### config.mk
export PLATFORM = sky130hd
export DESIGN_NAME = spi_regport
export DESIGN_NICKNAME = d
export VERILOG_FILES = /design/src/rtl/spi_regport_pkg.sv /design/src/rtl/spi_regport_sync.sv /design/src/rtl/spi_regport_frame.sv /design/src/rtl/spi_regport_regs.sv /design/src/rtl/spi_regport.sv
export SDC_FILE = /design/constraint.sdc
export NUM_CORES = 1
export LEC_CHECK = 0
export BUFFER_PORTS_ARGS = -buffer_cell sky130_fd_sc_hd__buf_2
export CORE_ASPECT_RATIO = 0.7
export CORE_MARGIN = 2
export CORE_UTILIZATION = 60
export CTS_CLUSTER_SIZE = 28
export DETAILED_ROUTE_END_ITERATION = 16
export GPL_ROUTABILITY_DRIVEN = 0
export PLACE_DENSITY = 0.85
export REMOVE_ABC_BUFFERS = 1
export SYNTH_ARGS = -nofsm -noshare
export SYNTH_HDL_FRONTEND = slang
export SYNTH_HIERARCHICAL = 1
export SYNTH_SLANG_ARGS = --single-unit
### constraint.sdc
create_clock -name clk -period 2.6 [get_ports clk]
set_clock_uncertainty 0.1 [all_clocks]
set_input_delay 0.52 -clock clk [delete_from_list [all_inputs] [get_ports clk]]
set_output_delay 0.52 -clock clk [all_outputs]
set_load 0.02 [all_outputs]
### src/rtl/spi_regport_pkg.sv
package spi_regport_pkg;

  localparam int DEV_W  = 7;
  localparam int BYTE_W = 8;
  localparam int REG_AW = 7;

  typedef enum logic [2:0] {
    ST_IDLE,
    ST_CHIP,
    ST_PTR,
    ST_DATA,
    ST_LOCK
  } frame_st_t;

  // true when the received device address equals any of the three match addresses
  function automatic logic chip_hit(input logic [DEV_W-1:0] rx,
                                    input logic [DEV_W-1:0] ind,
                                    input logic [DEV_W-1:0] g1,
                                    input logic [DEV_W-1:0] g2);
    return (rx == ind) || (rx == g1) || (rx == g2);
  endfunction

  // pointer after a data byte; natural 7-bit wrap
  function automatic logic [REG_AW-1:0] ptr_step(input logic [REG_AW-1:0] p,
                                                 input logic inc);
    return inc ? REG_AW'(p + 1'b1) : p;
  endfunction

endpackage

### src/rtl/spi_regport_sync.sv
module spi_regport_sync #(
  parameter int               WIDTH   = 3,
  parameter int               STAGES  = 2,
  parameter logic [WIDTH-1:0] RST_VAL = '0
) (
  input  logic             clk,
  input  logic             rst_n,
  input  logic [WIDTH-1:0] din,
  output logic [WIDTH-1:0] dout,
  output logic [WIDTH-1:0] rise,
  output logic [WIDTH-1:0] fall
);

  logic [WIDTH-1:0] stg [STAGES];
  logic [WIDTH-1:0] prev;

  always_ff @(posedge clk or negedge rst_n) begin
    if (!rst_n) begin
      for (int i = 0; i < STAGES; i++) stg[i] <= RST_VAL;
      prev <= RST_VAL;
    end else begin
      stg[0] <= din;
      for (int i = 1; i < STAGES; i++) stg[i] <= stg[i-1];
      prev <= stg[STAGES-1];
    end
  end

  assign dout = stg[STAGES-1];
  assign rise = dout & ~prev;
  assign fall = ~dout & prev;

endmodule

### src/rtl/spi_regport_frame.sv
module spi_regport_frame
  import spi_regport_pkg::*;
(
  input  logic              clk,
  input  logic              rst_n,
  input  logic              sel_s,
  input  logic              sel_fall,
  input  logic              sck_rise,
  input  logic              sdi_s,
  input  logic [DEV_W-1:0]  ind_addr,
  input  logic [DEV_W-1:0]  g1_addr,
  input  logic [DEV_W-1:0]  g2_addr,
  output logic              wr_stb,
  output logic [REG_AW-1:0] wr_addr,
  output logic [BYTE_W-1:0] wr_data,
  output frame_st_t         state,
  output logic [2:0]        bit_cnt,
  output logic              byte_done
);

  logic [BYTE_W-1:0] shreg;
  logic [BYTE_W-1:0] shift_next;
  logic [REG_AW-1:0] ptr;
  logic              inc_en;
  logic              live;
  logic              hit;

  assign live       = (state == ST_CHIP) || (state == ST_PTR) || (state == ST_DATA);
  assign shift_next = {shreg[BYTE_W-2:0], sdi_s};
  assign byte_done  = sck_rise && !sel_s && live && (bit_cnt == 3'd7);
  assign hit        = chip_hit(shift_next[BYTE_W-1:1], ind_addr, g1_addr, g2_addr);

  always_ff @(posedge clk or negedge rst_n) begin
    if (!rst_n) begin
      state   <= ST_IDLE;
      bit_cnt <= '0;
      shreg   <= '0;
      ptr     <= '0;
      inc_en  <= 1'b0;
      wr_stb  <= 1'b0;
      wr_addr <= '0;
      wr_data <= '0;
    end else begin
      wr_stb <= 1'b0;
      if (sel_s) begin
        state   <= ST_IDLE;
        bit_cnt <= '0;
      end else if (sel_fall) begin
        state   <= ST_CHIP;
        bit_cnt <= '0;
      end else if (sck_rise && live) begin
        shreg   <= shift_next;
        bit_cnt <= 3'(bit_cnt + 3'd1);
        if (byte_done) begin
          unique case (state)
            ST_CHIP: state <= (!shift_next[0] && hit) ? ST_PTR : ST_LOCK;
            ST_PTR: begin
              inc_en <= shift_next[BYTE_W-1];
              ptr    <= shift_next[REG_AW-1:0];
              state  <= ST_DATA;
            end
            ST_DATA: begin
              wr_stb  <= 1'b1;
              wr_addr <= ptr;
              wr_data <= shift_next;
              ptr     <= ptr_step(ptr, inc_en);
            end
            default: state <= ST_LOCK;
          endcase
        end
      end
    end
  end

endmodule

### src/rtl/spi_regport_regs.sv
module spi_regport_regs
  import spi_regport_pkg::*;
#(
  parameter int               DEPTH   = 128,
  parameter logic [REG_AW-1:0] IND_LOC = 7'h1B,
  parameter logic [REG_AW-1:0] G1_LOC  = 7'h1A,
  parameter logic [REG_AW-1:0] G2_LOC  = 7'h19,
  parameter logic [DEV_W-1:0]  IND_RST = 7'h40,
  parameter logic [DEV_W-1:0]  G1_RST  = 7'h7F,
  parameter logic [DEV_W-1:0]  G2_RST  = 7'h7E
) (
  input  logic              clk,
  input  logic              rst_n,
  input  logic              we,
  input  logic [REG_AW-1:0] waddr,
  input  logic [BYTE_W-1:0] wdata,
  output logic [DEV_W-1:0]  ind_addr,
  output logic [DEV_W-1:0]  g1_addr,
  output logic [DEV_W-1:0]  g2_addr
);

  logic [BYTE_W-1:0] mem [DEPTH];

  always_ff @(posedge clk or negedge rst_n) begin
    if (!rst_n) begin
      for (int i = 0; i < DEPTH; i++) mem[i] <= '0;
      mem[IND_LOC] <= {1'b0, IND_RST};
      mem[G1_LOC]  <= {1'b0, G1_RST};
      mem[G2_LOC]  <= {1'b0, G2_RST};
    end else if (we) begin
      mem[waddr] <= wdata;
    end
  end

  assign ind_addr = mem[IND_LOC][DEV_W-1:0];
  assign g1_addr  = mem[G1_LOC][DEV_W-1:0];
  assign g2_addr  = mem[G2_LOC][DEV_W-1:0];

endmodule

### src/rtl/spi_regport.sv
module spi_regport
  import spi_regport_pkg::*;
#(
  parameter int SYNC_STAGES = 2
) (
  input  logic        clk,
  input  logic        rst_n,
  input  logic        spi_sel_n,
  input  logic        spi_sck,
  input  logic        spi_sdi,
  output logic        wr_stb,
  output logic [6:0]  wr_addr,
  output logic [7:0]  wr_data
);

  localparam int NSIG = 3;

  logic [NSIG-1:0] pins_s, pins_rise, pins_fall;
  logic            sel_s, sel_fall, sck_rise, sdi_s;
  logic [DEV_W-1:0] ind_addr, g1_addr, g2_addr;
  frame_st_t       fr_state;
  logic [2:0]      bit_cnt;
  logic            byte_done;

  spi_regport_sync #(
    .WIDTH  (NSIG),
    .STAGES (SYNC_STAGES),
    .RST_VAL(3'b100)
  ) u_sync (
    .clk  (clk),
    .rst_n(rst_n),
    .din  ({spi_sel_n, spi_sck, spi_sdi}),
    .dout (pins_s),
    .rise (pins_rise),
    .fall (pins_fall)
  );

  assign sel_s    = pins_s[2];
  assign sel_fall = pins_fall[2];
  assign sck_rise = pins_rise[1];
  assign sdi_s    = pins_s[0];

  spi_regport_frame u_frame (
    .clk      (clk),
    .rst_n    (rst_n),
    .sel_s    (sel_s),
    .sel_fall (sel_fall),
    .sck_rise (sck_rise),
    .sdi_s    (sdi_s),
    .ind_addr (ind_addr),
    .g1_addr  (g1_addr),
    .g2_addr  (g2_addr),
    .wr_stb   (wr_stb),
    .wr_addr  (wr_addr),
    .wr_data  (wr_data),
    .state    (fr_state),
    .bit_cnt  (bit_cnt),
    .byte_done(byte_done)
  );

  spi_regport_regs u_regs (
    .clk     (clk),
    .rst_n   (rst_n),
    .we      (wr_stb),
    .waddr   (wr_addr),
    .wdata   (wr_data),
    .ind_addr(ind_addr),
    .g1_addr (g1_addr),
    .g2_addr (g2_addr)
  );

endmodule

After elaboration in Yosys (flattened, before gate mapping)
Index checks and enable logic that the tools add are counted. Widths: inputs -> output; s select.

Bits in registers: 1070. Output and inout port bits: 16.

Equality and inequality tests: 9. Bitwise gates (word level): 7. Magnitude comparators: 2. Reduce and logical (&&, ||, !) cells: 20. Muxes and demuxes: 19. Add/sub/neg operators: 2.

Operators with widths (count): $bwmux 1024 (1); $demux 8 s7 (1); $mux 3 (8); $eq 7x7->1 (3); $pmux 7 s2 (1); $reduce_and 5->1 (2); $pmux 3 s3 (1); $ge 8x8->1 const B (1); $lt 8x1->1 const B (1); $mux 8 (1); $not 7->8 (1); $add 7x1->7 const B (1); $mux 7 (1); $eq 3x2->1 const B (2); $logic_and 1x1->1 (6); $reduce_and 3->1 (2); $reduce_and 6->1 (1); $reduce_bool 3->1 (2); $mux 1 (5); $logic_or 1x1->1 (4); $add 3x1->3 const B (1); $and 3x3->3 (1); $eq 3x1->1 const B (1); $eq 3x3->1 const B (1); 8 further kinds (10).

Logic depth before layout (Yosys ltp)
Gate-level depths: netlist (run 1).

Word-level depth: 10. Depth in mapped cells: 8. Depth with buffers taken out: 6.

Cells and area by module
Netlist (run 1), hierarchy kept.

By module, submodules not included: spi_regport_frame (cells each 181, times used 1, area an instance 1970.6 µm², sequential area each 925.9 µm²); spi_regport_regs (cells each 47, times used 1, area an instance 872.1 µm², sequential area each 543.0 µm²); spi_regport_sync (cells each 18, times used 1, area an instance 304.0 µm², sequential area each 229.0 µm²).

Least setup slack after synthesis (run 1)
Ideal clock, no wire load.

Path type: reg2reg. Start: register u_sync.stg (netlist bit u_sync/dout[2]). End: register u_frame.inc_en. Cell stages (with the launch flop): 7. Setup time: 125 ps. Slack: 315 ps. Buffers on the path: 1. Arrival time: 2060 ps. Required time: 2375 ps. Period minus slack after synthesis: 2285 ps. Cells stage by stage: dfstp_2 -> and2b_2 -> or2_4 -> or4b_1 -> buf_2 -> nor4_2 -> mux2_2.

Elaborated cells between the ends (all ways): 9. Classes of those cells: bitwise (4); reduce/logical (5).

RTL lines: start: declaration (line spi_regport_sync.sv:14) `logic [WIDTH-1:0] stg [STAGES];`; $not 3->3 (line spi_regport_sync.sv:30) `assign fall = ~dout & prev;`; $and 3x3->3 (line spi_regport_sync.sv:30); named net pins_fall[2] (line spi_regport.sv:18) `logic [NSIG-1:0] pins_s, pins_rise, pins_fall;`; $not 1->1 (no source line); $reduce_and 5->1 (no source line); end signal: assignment (line spi_regport_frame.sv:58) `inc_en <= shift_next[BYTE_W-1];`; end: declaration (line spi_regport_frame.sv:24) `logic inc_en;`.

The timed path passes the listed nets, and every way through them passes these cells. A chain may end at the register's enable or synchronous reset.

Worst setup path after layout (run 1)
Start: register u_sync.stg (netlist bit u_sync/dout[2]). End: register u_frame.ptr[4].

Elaborated cells between the ends (all ways): 9. Classes of those cells: bitwise (4); reduce/logical (5).

RTL lines: $not 3->3 (line spi_regport_sync.sv:30); $and 3x3->3 (line spi_regport_sync.sv:30); named net pins_fall[2] (line spi_regport.sv:18); $not 1->1 (no source line); $reduce_and 6->1 (no source line); end signal: assignment (line spi_regport_frame.sv:59) `ptr <= shift_next[REG_AW-1:0];`; end signal: assignment (line spi_regport_frame.sv:66) `ptr <= ptr_step(ptr, inc_en);`; end: declaration (line spi_regport_frame.sv:23) `logic [REG_AW-1:0] ptr;`.

The timed path passes the listed nets, and every way through them passes these cells.

==> results of run 1 <==
-- layout by cell type (no fill, tap or decap), drive strengths merged, types with 4 or more instances in the layout --
| cell type | count |
|---|---|
| a21oi | 4 |
| a31oi | 4 |
| buf | 25 |
| clkbuf | 12 |
| dfrtp | 49 |
| dfstp | 17 |
| mux2 | 44 |
| mux2i | 4 |
| nand2 | 10 |
| nand3 | 8 |
| nand4 | 4 |
| nor2 | 10 |
| nor3 | 5 |
| o21ai | 5 |
| xnor2 | 21 |
-- power by group --
part / internal, W / leakage, nW / switching [W]
logic: 0.0000440 / 0.729 / 0.0000532
clock network: 0.000690 / 0.123 / 0.000386
registers: 0.00104 / 0.846 / 0.0000282
total: 0.00178 / 1.70 / 0.000467
-- worst max-delay path, stage by stage, from the launching register on --
cell,delay [ns]
sky130_fd_sc_hd__dfstp_2,0.58
sky130_fd_sc_hd__and2b_2,0.24
sky130_fd_sc_hd__or2_4,0.25
sky130_fd_sc_hd__or4b_1,0.59
sky130_fd_sc_hd__nor2_1,0.39
sky130_fd_sc_hd__a21oi_1,0.14
-- worst paths after layout --
kind | endpoint | slack (ns) | cells after the start | from
hold / removal | u_frame/wr_addr[4] | 0.07 | 2 | rst_n
max in group asynchronous | u_regs/g2_addr[1] | 1.98 | 2 | rst_n
setup reg to reg | u_frame/ptr[4] | 0.17 | 5 | u_sync/dout[2]
setup / recovery | u_frame/ptr[4] | 0.17 | 5 | u_sync/dout[2]
hold reg to reg | u_sync/dout[0] | 0.26 | 0 | u_sync/stg[3]
min in group clk | u_sync/stg[5] | 0.17 | 1 | spi_sel_n
-- cell type report --
cell class                      count  area share [%]
Clock buffer                       12            4.45
Clock inverter                      4            2.80
Inverter                            1           0.108
Multi-Input combinational cell    155            37.5
Sequential cell                    66            48.0
Tap cell                           69            2.48
Timing Repair Buffer               25            4.66
-- metal layers --
metal	global-route usage [%]	share of wire, %
met3	8.91	5.4
met2	33.3	45
met1	33.7	49
met5	0	0
met4	6.16	0.67
-- registers in the layout, summed over array words and instances (netlist names) --
signal / count
u_regs/g1_addr: 7
u_regs/g2_addr: 7
u_frame/wr_data: 8
u_sync/dout: 3
u_frame/bit_cnt: 3
u_sync/stg: 3
u_frame/state: 3
u_sync/prev: 2
u_frame/shreg: 7
u_frame/wr_stb: 1
u_frame/ptr: 7
u_frame/inc_en: 1
u_regs/ind_addr: 7
u_frame/wr_addr: 7
-- metrics by stage --
step | instance area, um^2 | hold slack (ns) | util, %
floorplan | 2990 | 0.124 | -
global placement | 3230 | 0.234 | 66.5
detailed placement | 3230 | 0.243 | 66.5
CTS | 3490 | 0.0903 | 71.7
global route | 3490 | 0.0830 | 71.7
finish | 3490 | 0.0710 | 71.7
==> results summary, run 1 <==
TritonCTS built the clock tree. The post-CTS setup buffer count is 0. The post-synthesis instance total came out at 239. The CTS H-tree depth came out at 3. The run finished with clean final reports. The die outline width is 89.5 um. The number of antenna cells inserted came out at 0. The clock net in this run drives a total of 66 sinks. The peak ir drop on the vdd network came out at 0.493 mV. The final cell count without fillers came out at 332. The worst setup path is captured at a flip-flop. The number of pins exceeding their max-slew limit in the final report is 0. The max-capacitance violation count is 0. The number of antenna violations at the first check in global routing was 0.

The total routing usage reported by global routing is 23.4%. In this run the remaining antenna-violating nets after routing total 0. The number of placement rows is 21. For this design the static power due to leakage is 1.70 nW.

The Yosys warning count came out at 6. The worst setup slack after layout is 0.172 ns. The area taken by flip-flops and latches came out at 1670 um^2. The worst setup path is launched from a flip-flop. The final routed DRC violation total is 0. The path class of the tightest hold or removal check is in2async.

The routed design has 5820 um of wire. Timing analysis after detailed placement gives a worst setup slack of 0.186 ns. The final period demand of the worst path is 2.43 ns.

The layout filler cell count is 351. The wire length of the first global-routing pass came out at 9770 um. The maximum frequency from static timing analysis came out at 412 MHz. The post-cts resize count is 0.

The critical path is of the reg2reg type. The power density over the cells came out at 644 nW/um^2. The worst pin sits at a relative slew slack of 71.7%.

The quantity of I/O buffers inserted on ports is 20. The via count of the first global-routing pass came to 1898. The multi-input combinational cells in the finished layout cover a total of 1310 um^2. The post-DP HPWL is 3930 um. The number of top-level pins came out at 21. The ratio of routed vias to standard cells came out at 5.73. The growth of design area from synthesis to finish is 13.5%. The final-layout setup total negative slack is 0 ns. Dividing the detail-routed wire length by the instance count gives 17.5 um. The overall die area is 5720 um^2.

The power after layout came out at 0.00225 W. Summing over every cut layer, the via total after detailed routing is 1903. The core region is 4860 um^2. The pin count of the biggest net entering global routing is 67. The mean instance size in the synthesized netlist came out at 12.9 um^2.

The number of placed instances, taps included came out at 316. In this run the deepest clock path goes through 2 buffers. The violation count after the first detailed-routing iteration came out at 98. The height of the die came out at 63.9 um. At the worst endpoint, the required time is 2.71 ns.

The number of endpoints with negative hold slack in the final report is 0. Setup repair after global routing left no endpoint under its margin. The clock latency on the worst-skew pair is 0.35 ns. The register clock-pin slew on the reported worst setup and hold paths came out at 0.07 ns. The post-route fraction of the period consumed by the critical path came out at 93.4%. The starting density of the core came out at 63.2%. The total setup violations reported at the end of the flow came out at 0. The total number of nets in the final design is 266. The cell area after technology mapping is 3070 um^2. The number of buffers created by CTS is 9.

The top fanout value on the critical path is 6. The arrival time of data at the critical path endpoint is 2.53 ns. The number of detailed-routing iterations run before antenna repair came out at 5.

The share of cells above drive strength 1 came out at 41.8%. The number of hold buffers added after CTS is 0. The root buffer cell is sky130_fd_sc_hd__clkbuf_8.

The final global-route overflow total came out at 0. At the pin with the least slew margin, the transition time is 0.424 ns.
Power figures use the tool's default switching activity.
==> inputs of run 2 (changes only) <==
Settings changed: CORE_ASPECT_RATIO 0.7 to 1.5.
==> run 2 against run 1 <==
- setup slack got worse by 0.017 ns
- critical path type unchanged
- non-clock buffer count rose by 1
- wire length rose by 0.58%
- largest power group is now registers
- cell count fell by 0.60%
- die area barely moved
- critical path depth did not move
- register-to-register slack got worse by 0.02 ns
- critical endpoint is now u_frame/inc_en
- clock power fell by 27%
- sequential share of layout area rose by 1.3 points
==> results summary, run 2 (same netlist as run 1, synthesis figures left out) <==
The flow ran to the end, and the final reports show no timing, DRC or antenna violations. The number of placement rows is 31 (+48%). The final-layout setup total negative slack came to 0 ns (unchanged). The worst slack at placement came to 0.174 ns (-0.0124 ns).

The die outline width came out at 62.4 um (-30%). The peak ir drop on the vdd network is 0.453 mV (-8.2%). Setup repair after global routing left no endpoint under its margin. The quantity of I/O buffers inserted on ports came out at 20 (unchanged).

The maximum buffer depth of the clock tree came out at 2 (unchanged). The via count of the first global-routing pass came out at 1982 (+4.4%). The pin count of the biggest net entering global routing came out at 67 (unchanged). The endpoint of the lowest-slack register-to-register path is u_frame/inc_en. The top fanout value on the critical path came to 6 (unchanged).

The maximum frequency from static timing analysis is 409 MHz (-0.71%). The most flop-heavy register is u_frame/wr_data. The wire length of the first global-routing pass came to 9730 um (-0.42%). The startpoint identified for the worst register-to-register timing path is u_sync/dout[2]. In this run the worst setup path begins at u_sync/dout[2]. The final period demand of the worst path is 2.44 ns (+0.0174 ns). The cell depth of the worst flop-to-flop path is 5 (unchanged). The layout filler cell count is 360 (+2.6%). The critical path is of the reg2reg type. The worst setup path is launched from a flip-flop.

The static power due to leakage came out at 1.67 nW (-1.7%). The detailed-route wire length came out at 5850 um (+0.58%). The clock latency on the worst-skew pair was 0.34 ns (about the same).

The critical-path cell with the highest stage delay is sky130_fd_sc_hd__or4b_1. The total routing usage reported by global routing is 22.4% (-0.92 points). The CTS H-tree depth came to 3 (unchanged). The cell area reported after detailed placement came to 3210 um^2 (-0.66%).

The number of top-level pins came out at 21 (unchanged). The power density over the cells came out at 576 nW/um^2 (-11%). The routed via count was 1953 (+2.6%). The final cell count without fillers is 330 (-0.60%). The arrival time of data at the critical path endpoint is 2.57 ns (+0.04 ns). Traced cell by cell, the critical path runs through and2b_2, or2_4, or4b_1, nor4_2, mux2_2. The top cell types in the final layout, fill and taps aside, are 49 x sky130_fd_sc_hd__dfrtp_1, 44 x sky130_fd_sc_hd__mux2_2, 21 x sky130_fd_sc_hd__xnor2_1. The overall die area came out at 5720 um^2 (about the same). CTS placed an instance of sky130_fd_sc_hd__clkbuf_8 at the clock tree root. The number of placed instances, taps included came out at 314 (-0.63%). The total setup violations reported at the end of the flow was 0 (unchanged). The total number of nets in the final design was 267 (+0.38%). The number of endpoints with negative hold slack in the final report was 0 (unchanged). The share of the core filled with cells came to 69.5% (-2.3 points).

The number of routed nets with antenna violations is 0 (unchanged). The post-DP HPWL is 3980 um (+1.2%). The path class of the lowest-slack min-delay path is in2reg. The starting density of the core was 62.9% (-0.34 points). The worst setup slack after layout is 0.155 ns (-0.0174 ns). The final global-route overflow total is 0 (unchanged).

The final routed DRC violation total is 0 (unchanged). The element type at the critical path end is a flip-flop. The height of the die came out at 91.7 um (+43%). The number of antenna violations at the first check in global routing came to 0 (unchanged).

The setup slack on the worst flop-to-flop path is 0.16 ns (-0.02 ns). The number of hold buffers added after CTS is 0 (unchanged). The slew at the pin closest to its max-slew limit was 0.804 ns (+0.380 ns).

The post-route fraction of the period consumed by the critical path came out at 94.0% (+0.67 points). The number of flip-flops in the largest register came out at 8 (unchanged). The share of cells above drive strength 1 came out at 41.7% (-0.16 points). The number of detailed-routing iterations run before antenna repair came out at 6 (+1). The ratio of routed vias to standard cells is 5.92 (+3.2%).

The relative max-transition margin came to 46.4% (-25 points). The average detailed-routed wire length per instance is 17.7 um (+1.2%). The post-cts resize count came out at 0 (unchanged). The critical path ends at u_frame/inc_en.

The highest cell delay on the worst timing path is 0.61 ns (+0.02 ns). The area of the core region is 4890 um^2 (+0.54%). The leading cell type in the layout, fill and taps excluded is sky130_fd_sc_hd__dfrtp_1. The max-capacitance violation count is 0 (unchanged). The post-CTS setup buffer count is 0 (unchanged). The sink count of the clock tree is 66 (unchanged). TritonCTS built the clock tree. The required time of the critical path is 2.73 ns (+0.02 ns).

The violation count after the first detailed-routing iteration came to 114 (+16%). The growth of design area from synthesis to finish came out at 10.5%. The number of pins exceeding their max-slew limit in the final report came out at 0 (unchanged).

The number of antenna cells inserted came out at 0 (unchanged). The number of buffers created by CTS came to 9 (unchanged). The register clock-pin slew on the reported worst setup and hold paths came out at 0.07 ns (about the same). The final instance area came out at 3400 um^2 (-2.6%).
## run 2: through the flow
stage | hold slack [ns] | power (W)
2_1_floorplan | 0.124 | 0.00114
3_3_place_gp | 0.232 | 0.00118
3_5_place_dp | 0.235 | 0.00119
4_1_cts | 0.166 | 0.00197
5_1_grt | 0.170 | 0.00203
6_report | 0.175 | 0.00195
## run 2: cell type report
class                           instances  area, um^2  area share (%)
Multi-Input combinational cell        155        1310            38.5
Timing Repair Buffer                   26         145            4.27
Clock buffer                           14         173            5.08
Inverter                                1        3.75           0.111
Tap cell                               66        82.6            2.43
Sequential cell                        66        1670            49.3
Clock inverter                          2        10.0           0.295
## run 2: worst min path at each step
stage                       start            endpoint  slack, ns  depth (start not counted)
global route            spi_sel_n       u_sync/stg[5]       0.17                          1
finish                  spi_sel_n       u_sync/stg[5]       0.18                          1
CTS                     spi_sel_n       u_sync/stg[5]       0.17                          1
floorplan                   rst_n  u_frame/bit_cnt[0]       0.12                          0
detailed placement  u_sync/stg[4]      u_sync/dout[1]       0.23                          0
global placement    u_sync/stg[4]      u_sync/dout[1]       0.23                          0
## run 2: where the power goes
part | internal (W) | switching [W] | leakage [nW]
Combinational | 0.0000418 | 0.0000551 | 0.727
Sequential | 0.00104 | 0.0000261 | 0.846
Clock | 0.000422 | 0.000365 | 0.0965
## run 2: worst max-delay path, delay by kind of cell, from the launching register on
kind,cells,cell delay (ns)
flops,1,0.58
mux,1,0.36
simple gates,4,1.29
## run 2: routing by layer
metal | wire, um | part of all wire [%] | global-route usage (%) | vias to the layer above
met4 | 227 | 3.9 | 14.8 | 0
li1 | - | - | - | 894
met5 | 0 | 0 | 0 | -
met3 | 172 | 2.9 | 3.80 | 18
met1 | 2310 | 39 | 25.6 | 994
met2 | 3140 | 54 | 38.4 | 47
